===== src/rtl/spout_pkg.sv =====
package spout_pkg;

  typedef enum logic [2:0] {
    ST_IDLE,
    ST_CHECK,
    ST_FENCE_PRE,
    ST_WRITE,
    ST_FENCE_POST,
    ST_UPDATE
  } spout_state_e;

  localparam logic [1:0] SZ_BYTE  = 2'd0;
  localparam logic [1:0] SZ_WORD  = 2'd1;
  localparam logic [1:0] SZ_DWORD = 2'd2;

  // Size code 3 is treated as doubleword.
  function automatic logic [1:0] eff_size(input logic [1:0] sz);
    return (sz == 2'd3) ? SZ_DWORD : sz;
  endfunction

endpackage


===== src/rtl/spout_perm.sv =====
module spout_perm
  import spout_pkg::*;
#(
  parameter int PL_W = 2,
  parameter int BM_W = 4
) (
  input  logic            prot_en,
  input  logic            v86_en,
  input  logic [PL_W-1:0] cpl,
  input  logic [PL_W-1:0] iopl,
  input  logic            io_chk_en,
  input  logic [1:0]      size,
  input  logic [BM_W-1:0] bmp,
  output logic            deny
);

  logic [1:0]      sz;
  logic [BM_W-1:0] mask;
  logic            gated;

  assign sz = eff_size(size);

  // Bitmap bit i covers port byte i of the access.
  for (genvar i = 0; i < BM_W; i++) begin : g_mask
    assign mask[i] = (i < (1 << sz));
  end

  assign gated = prot_en && (v86_en || (cpl > iopl));
  assign deny  = gated && io_chk_en && |(bmp & mask);

endmodule


===== src/rtl/spout_addr.sv =====
module spout_addr #(
  parameter int VA_W      = 64,
  parameter int IMPL_VA_W = 48
) (
  input  logic [VA_W-1:0] io_base,
  input  logic [15:0]     port,
  input  logic            xlat_en,
  output logic [VA_W-1:0] va,
  output logic            bad
);

  localparam int PAGE_SH = 12;

  logic [VA_W-1:0] page_part;
  logic [VA_W-1:0] off_part;
  logic            hi_set;

  assign page_part = {{(VA_W-PAGE_SH-14){1'b0}}, port[15:2], {PAGE_SH{1'b0}}};
  assign off_part  = {{(VA_W-PAGE_SH){1'b0}}, port[PAGE_SH-1:0]};
  assign va        = io_base | page_part | off_part;

  if (IMPL_VA_W >= VA_W) begin : g_full
    assign hi_set = 1'b0;
  end else begin : g_part
    assign hi_set = |va[VA_W-1:IMPL_VA_W];
  end

  assign bad = !xlat_en || hi_set;

endmodule


===== src/rtl/spout_idx.sv =====
module spout_idx
  import spout_pkg::*;
#(
  parameter int IDX_W = 32
) (
  input  logic [IDX_W-1:0] idx,
  input  logic [1:0]       size,
  input  logic             dir,
  output logic [IDX_W-1:0] idx_nxt
);

  logic [IDX_W-1:0] step;

  assign step    = IDX_W'(1) << eff_size(size);
  assign idx_nxt = dir ? (idx - step) : (idx + step);

endmodule


===== src/rtl/spout_unit.sv =====
module spout_unit
  import spout_pkg::*;
#(
  parameter int DATA_W    = 32,
  parameter int IDX_W     = 32,
  parameter int IMPL_VA_W = 48
) (
  input  logic              clk,
  input  logic              rst_n,
  input  logic              req_valid,
  output logic              req_ready,
  input  logic [15:0]       req_port,
  input  logic [DATA_W-1:0] req_data,
  input  logic [1:0]        req_size,
  input  logic              req_dir,
  input  logic [IDX_W-1:0]  req_idx,
  input  logic [3:0]        req_bmp,
  input  logic              prot_en,
  input  logic              v86_en,
  input  logic [1:0]        cpl,
  input  logic [1:0]        iopl,
  input  logic              io_chk_en,
  input  logic              xlat_en,
  input  logic [63:0]       io_base,
  output logic              fault_valid,
  output logic [15:0]       fault_code,
  output logic              fence_req,
  input  logic              fence_done,
  output logic              wr_valid,
  input  logic              wr_ready,
  output logic [63:0]       wr_addr,
  output logic [DATA_W-1:0] wr_data,
  output logic [1:0]        wr_size,
  output logic              idx_valid,
  output logic [IDX_W-1:0]  idx_out
);

  localparam int VA_W = 64;

  // Reset: asserted asynchronously, released through two flops.
  logic rst_s1, rst_sn;
  always_ff @(posedge clk or negedge rst_n) begin
    if (!rst_n) begin
      rst_s1 <= 1'b0;
      rst_sn <= 1'b0;
    end else begin
      rst_s1 <= 1'b1;
      rst_sn <= rst_s1;
    end
  end

  spout_state_e state_q, state_d;

  logic              take;
  logic [15:0]       port_q;
  logic [DATA_W-1:0] data_q;
  logic [1:0]        size_q;
  logic              dir_q, prot_q, v86_q, chk_q, xlat_q;
  logic [IDX_W-1:0]  idx_q;
  logic [3:0]        bmp_q;
  logic [1:0]        cpl_q, iopl_q;
  logic [VA_W-1:0]   base_q;

  logic              deny, bad;
  logic [VA_W-1:0]   va;
  logic [IDX_W-1:0]  idx_nxt;
  logic              fault;

  assign take = (state_q == ST_IDLE) && req_valid;

  always_ff @(posedge clk or negedge rst_sn) begin
    if (!rst_sn) begin
      port_q <= '0; data_q <= '0; size_q <= '0; dir_q <= 1'b0;
      idx_q  <= '0; bmp_q  <= '0; prot_q <= 1'b0; v86_q <= 1'b0;
      cpl_q  <= '0; iopl_q <= '0; chk_q  <= 1'b0; xlat_q <= 1'b0;
      base_q <= '0;
    end else if (take) begin
      port_q <= req_port;  data_q <= req_data; size_q <= req_size;
      dir_q  <= req_dir;   idx_q  <= req_idx;  bmp_q  <= req_bmp;
      prot_q <= prot_en;   v86_q  <= v86_en;   cpl_q  <= cpl;
      iopl_q <= iopl;      chk_q  <= io_chk_en; xlat_q <= xlat_en;
      base_q <= io_base;
    end
  end

  spout_perm #(.PL_W(2), .BM_W(4)) perm_i (
    .prot_en(prot_q), .v86_en(v86_q), .cpl(cpl_q), .iopl(iopl_q),
    .io_chk_en(chk_q), .size(size_q), .bmp(bmp_q), .deny(deny)
  );

  spout_addr #(.VA_W(VA_W), .IMPL_VA_W(IMPL_VA_W)) addr_i (
    .io_base(base_q), .port(port_q), .xlat_en(xlat_q), .va(va), .bad(bad)
  );

  spout_idx #(.IDX_W(IDX_W)) idx_i (
    .idx(idx_q), .size(size_q), .dir(dir_q), .idx_nxt(idx_nxt)
  );

  assign fault = deny || bad;

  always_comb begin
    state_d = state_q;
    unique case (state_q)
      ST_IDLE:       if (req_valid)  state_d = ST_CHECK;
      ST_CHECK:      state_d = fault ? ST_IDLE : ST_FENCE_PRE;
      ST_FENCE_PRE:  if (fence_done) state_d = ST_WRITE;
      ST_WRITE:      if (wr_ready)   state_d = ST_FENCE_POST;
      ST_FENCE_POST: if (fence_done) state_d = ST_UPDATE;
      ST_UPDATE:     state_d = ST_IDLE;
      default:       state_d = ST_IDLE;
    endcase
  end

  always_ff @(posedge clk or negedge rst_sn) begin
    if (!rst_sn) state_q <= ST_IDLE;
    else         state_q <= state_d;
  end

  assign req_ready   = (state_q == ST_IDLE);
  assign fault_valid = (state_q == ST_CHECK) && fault;
  assign fault_code  = 16'h0000;
  assign fence_req   = (state_q == ST_FENCE_PRE) || (state_q == ST_FENCE_POST);
  assign wr_valid    = (state_q == ST_WRITE);
  assign wr_addr     = va;
  assign wr_data     = data_q;
  assign wr_size     = size_q;
  assign idx_valid   = (state_q == ST_UPDATE);
  assign idx_out     = idx_nxt;

  // Checks
  assert_fault_pulse_R9: assert property (@(posedge clk) disable iff (!rst_sn)
    fault_valid |=> !fault_valid);

  assert_write_after_fence_R6: assert property (@(posedge clk) disable iff (!rst_sn)
    $rose(wr_valid) |-> $past(fence_req && fence_done));

  assert_idx_after_fence_R6: assert property (@(posedge clk) disable iff (!rst_sn)
    idx_valid |-> $past(fence_req && fence_done));

  assert_impl_addr_R5: assert property (@(posedge clk) disable iff (!rst_sn)
    wr_valid |-> ((wr_addr >> IMPL_VA_W) == '0));

  assert_wr_hold_R8: assert property (@(posedge clk) disable iff (!rst_sn)
    (wr_valid && !wr_ready) |=> (wr_valid && $stable(wr_addr) && $stable(wr_data)));

endmodule


===== config.mk =====
export PLATFORM = sky130hd
export DESIGN_NAME = spout_unit
export DESIGN_NICKNAME = d
export VERILOG_FILES = /design/src/rtl/spout_pkg.sv /design/src/rtl/spout_perm.sv /design/src/rtl/spout_addr.sv /design/src/rtl/spout_idx.sv /design/src/rtl/spout_unit.sv
export SDC_FILE = /design/constraint.sdc
export NUM_CORES = 1
export LEC_CHECK = 0
export BUFFER_PORTS_ARGS = -buffer_cell sky130_fd_sc_hd__buf_4
export CAP_MARGIN = 20
export CORE_MARGIN = 2
export CORE_UTILIZATION = 50
export DETAILED_ROUTE_END_ITERATION = 10
export GPL_ROUTABILITY_DRIVEN = 0
export GPL_TIMING_DRIVEN = 0
export MAX_ROUTING_LAYER = met4
export PLACE_DENSITY = 0.81
export SETUP_SLACK_MARGIN = 0.1
export SYNTH_ARGS = -nofsm -noshare
export SYNTH_HDL_FRONTEND = slang
export SYNTH_SLANG_ARGS = --single-unit

===== constraint.sdc =====
create_clock -name clk -period 12.5 [get_ports clk]
set_clock_uncertainty 0.2 [all_clocks]
set_input_delay 0.625 -clock clk [delete_from_list [all_inputs] [get_ports clk]]
set_output_delay 0.625 -clock clk [all_outputs]
set_load 0.01 [all_outputs]

==> impl_metrics.env <==
export IMPL_status="finished, final reports clean"
export IMPL_final_cell_area_mm2=0.0118
export IMPL_endpoint_kind="output port"
export IMPL_die_height_um=135
export IMPL_syn_to_final_growth_pct=37.7
export IMPL_clock_tree_buffer_depth=2
export IMPL_final_cells=1285
export IMPL_drtAntennaViolNets=0
export IMPL_clkTransAtPathRegs_ns=0.07
export IMPL_clkPwrFrac_pct=25.1
export IMPL_rows=47
export IMPL_synth_cell_types=64
export IMPL_dp_hpwl_mm=17.6
export IMPL_crit_family="compound AO/OA/AOI/OAI gates"
export IMPL_synth_warnings=0
export IMPL_critical_path_class="register to output port"
export IMPL_vias=6659
export IMPL_clkLatencyLatePin_ns=0.42
export IMPL_cp_buffers_inverters=3
export IMPL_grtUsageMet2_pct=43.1
export IMPL_track_usage_pct=25.6
export IMPL_p_leak_uw=0.00560
export IMPL_tightest_slew_ns=0.521
export IMPL_drt_initial_drc_count=298
export IMPL_r2r_cells=7
export IMPL_critPathSlowestCell="dfrtp_1"
export IMPL_layout_commonest_cell="buf_4"
export IMPL_seq_power_share_pct=33.4
export IMPL_place_area_mm2=0.0113
export IMPL_wire_per_inst_um=17.3
export IMPL_hp_class="register to async pin"
export IMPL_timing_final_crit_share_pct=33.9
export IMPL_route_detailed_drc=0
export IMPL_busiest_layer="met2"
export IMPL_dp_cells=1252
export IMPL_critPathMaxFanout=23
export IMPL_intPower_uw=1320
export IMPL_maxCapViolCount=0
export IMPL_cts_htree_levels=4
export IMPL_syn_avg_cell_area_um2=12.0
export IMPL_cts_hold_buf=1
export IMPL_die_x_um=135
export IMPL_synthCells=716
export IMPL_p_sw_share_pct=34.2
export IMPL_power_switching_uw=687
export IMPL_gr_usage_met3_pct=8.45
export IMPL_path_depth=11
export IMPL_cts_buffers=17
export IMPL_synth_cell_area_mm2=0.00860
export IMPL_grt_use_met1_pct=29.2
export IMPL_drive_above_1_share_pct=56.8
export IMPL_antenna_found_initial=0
export IMPL_synth_seq_cells=164
export IMPL_peakVddDrop_mv=0.134
export IMPL_setup_ws_ns=8.26
export IMPL_clock_fmax_ghz=0.236
export IMPL_firstDrtPassIters=5
export IMPL_fin_crit_ns=4.24
export IMPL_die_area_mm2=0.0183
export IMPL_relSlewSlack_pct=65.3
export IMPL_required_ns=11.68
export IMPL_path_cells="buf_16 > ha_1 > buf_2 > a21oi_1 > o21ai_0 > a21oi_1 > nand3b_1 > a221oi_1 > a211oi_1 > xor2_1 > buf_4"
export IMPL_setup_tns_ns=0
export IMPL_p_total_uw=2010
export IMPL_max_stage_delay_ns=0.63
export IMPL_p_comb_share_pct=41.5
export IMPL_io_pins=315
export IMPL_synth_flop_cell="dfrtp_1"
export IMPL_dpl_worst_slack_ns=8.73
export IMPL_slew_viol_final=0
export IMPL_yosysSeqAreaShare_pct=47.7
export IMPL_viasPerCell=5.18
export IMPL_synth_edff_count=0
export IMPL_grt_overflow=0
export IMPL_wirelength_mm=22.3
export IMPL_final_cell_mix="358 x buf_4, 163 x dfrtp_1, 155 x mux2_2"
export IMPL_post_cts_buffers=0
export IMPL_hold_viol_final=0
export IMPL_clock_sinks=164
export IMPL_grt_max_degree=67
export IMPL_io_buffers=298
export IMPL_root_buffer="clkbuf_16"
export IMPL_start_kind="register"
export IMPL_asyncSetResetFlopFracSynth_pct=100
export IMPL_coreArea_mm2=0.0167
export IMPL_cts_tree="done"
export IMPL_initial_core_util_pct=51.5
export IMPL_arrival_ns=3.42
export IMPL_grt_pass1_wl_mm=35.1
export IMPL_ctsResizeCount=0
export IMPL_crit_top_cell="a21oi_1"
export IMPL_grt_pass1_vias=7004
export IMPL_setup_violations=0
export IMPL_nNetsFinal=1250
export IMPL_rsz0062_at_grt="no"
export IMPL_diodes=0
export IMPL_power_density_mw_per_mm2=170
## power groups by stage
stage / Clock, uW / Sequential (uW) / Combinational, uW
finish: 505 / 672 / 833
global route: 541 / 683 / 905
CTS: 518 / 673 / 838
detailed placement: 0 / 683 / 834
global placement: 0 / 689 / 801
floorplan: 0 / 682 / 485
## per-layer routing
metal  vias to the layer above  part of all wire, %
li1                       3142                    -
met1                      3226                   38
met2                       258                   52
met3                        33                  8.1
met4                         0                  2.2
met5                         -                    0
## cells by family after synthesis
logic type	Yosys count	share of synthesized area [%]
other	2	0.0874
xor gates and xnor gates	31	3.16
buffers and inverters	92	6.88
and+or+nand+nor	128	7.92
muxes	156	20.4
AOI/OAI and AO/OA	109	8.75
adders and majority gates	34	5.04
DFF	164	47.7
## cell type report
| class | count | area (um^2) |
|---|---|---|
| well taps | 220 | 275 |
| clock buffers | 18 | 429 |
| flip-flops and latches | 164 | 4110 |
| inverters | 9 | 33.8 |
| repair buffers | 302 | 2330 |
| multi-input cells | 475 | 3960 |
| plain buffers | 83 | 558 |
| clock inverters | 14 | 143 |
| fillers | 1289 | 4870 |
## per-stage QoR
stage | hold slack (ns) | util [%]
after detailed placement | 0.116 | 67.4
after global placement | 0.137 | 66.8
after global routing | 0.148 | 70.8
after floorplan | 0.129 | -
final | 0.102 | 70.8
after CTS | 0.112 | 70.8
## cell usage after synthesis (3+ instances only)
master / count / share of area [%]
inv_1: 9 / 0.39
and2_1: 3 / 0.22
a21oi_2: 4 / 0.41
o21ai_0: 20 / 1.2
nor2b_1: 3 / 0.22
nand2_1: 31 / 1.4
nor3_1: 7 / 0.41
nand3_1: 7 / 0.41
o21ai_1: 3 / 0.17
nor2_1: 21 / 0.92
clkbuf_1: 6 / 0.26
xor2_1: 15 / 1.5
or3_1: 4 / 0.29
dfrtp_1: 164 / 48
buf_2: 17 / 0.99
nand4_1: 4 / 0.29
buf_4: 60 / 5.2
nor4_1: 3 / 0.22
or2_2: 28 / 2.0
a211oi_1: 4 / 0.35
mux2_2: 155 / 20
nand2b_1: 3 / 0.22
xnor2_1: 16 / 1.6
ha_1: 33 / 4.8
a21o_1: 15 / 1.3
a31oi_1: 4 / 0.29
a21oi_1: 30 / 1.7
## state kept, by name (all words and copies together) (netlist names), 2 cells and up
name,count
wr_size,2
iopl_q,2
base_q,64
bmp_q,4
port_q,16
idx_q,32
cpl_q,2
wr_data,32
state_q,3
## path summary, 6_finish.rpt
kind / startpoint / endpoint / slack [ns]
min in group clk: rst_s1$_DFF_PN0_ / rst_sn$_DFF_PN0_ / 0.16
max: dir_q$_DFFE_PN0P_ / idx_out[24] / 8.26
min: rst_sn$_DFF_PN0_ / base_q[30]$_DFFE_PN0P_ / 0.10
max reg2reg: state_q[1]$_DFFE_PN0P_ / port_q[6]$_DFFE_PN0P_ / 10.05
max in group asynchronous: rst_sn$_DFF_PN0_ / wr_data[1]$_DFFE_PN0P_ / 10.97
min reg2reg: rst_sn$_DFF_PN0_ / base_q[30]$_DFFE_PN0P_ / 0.10
No activity file was read; power rests on OpenSTA's default activity.
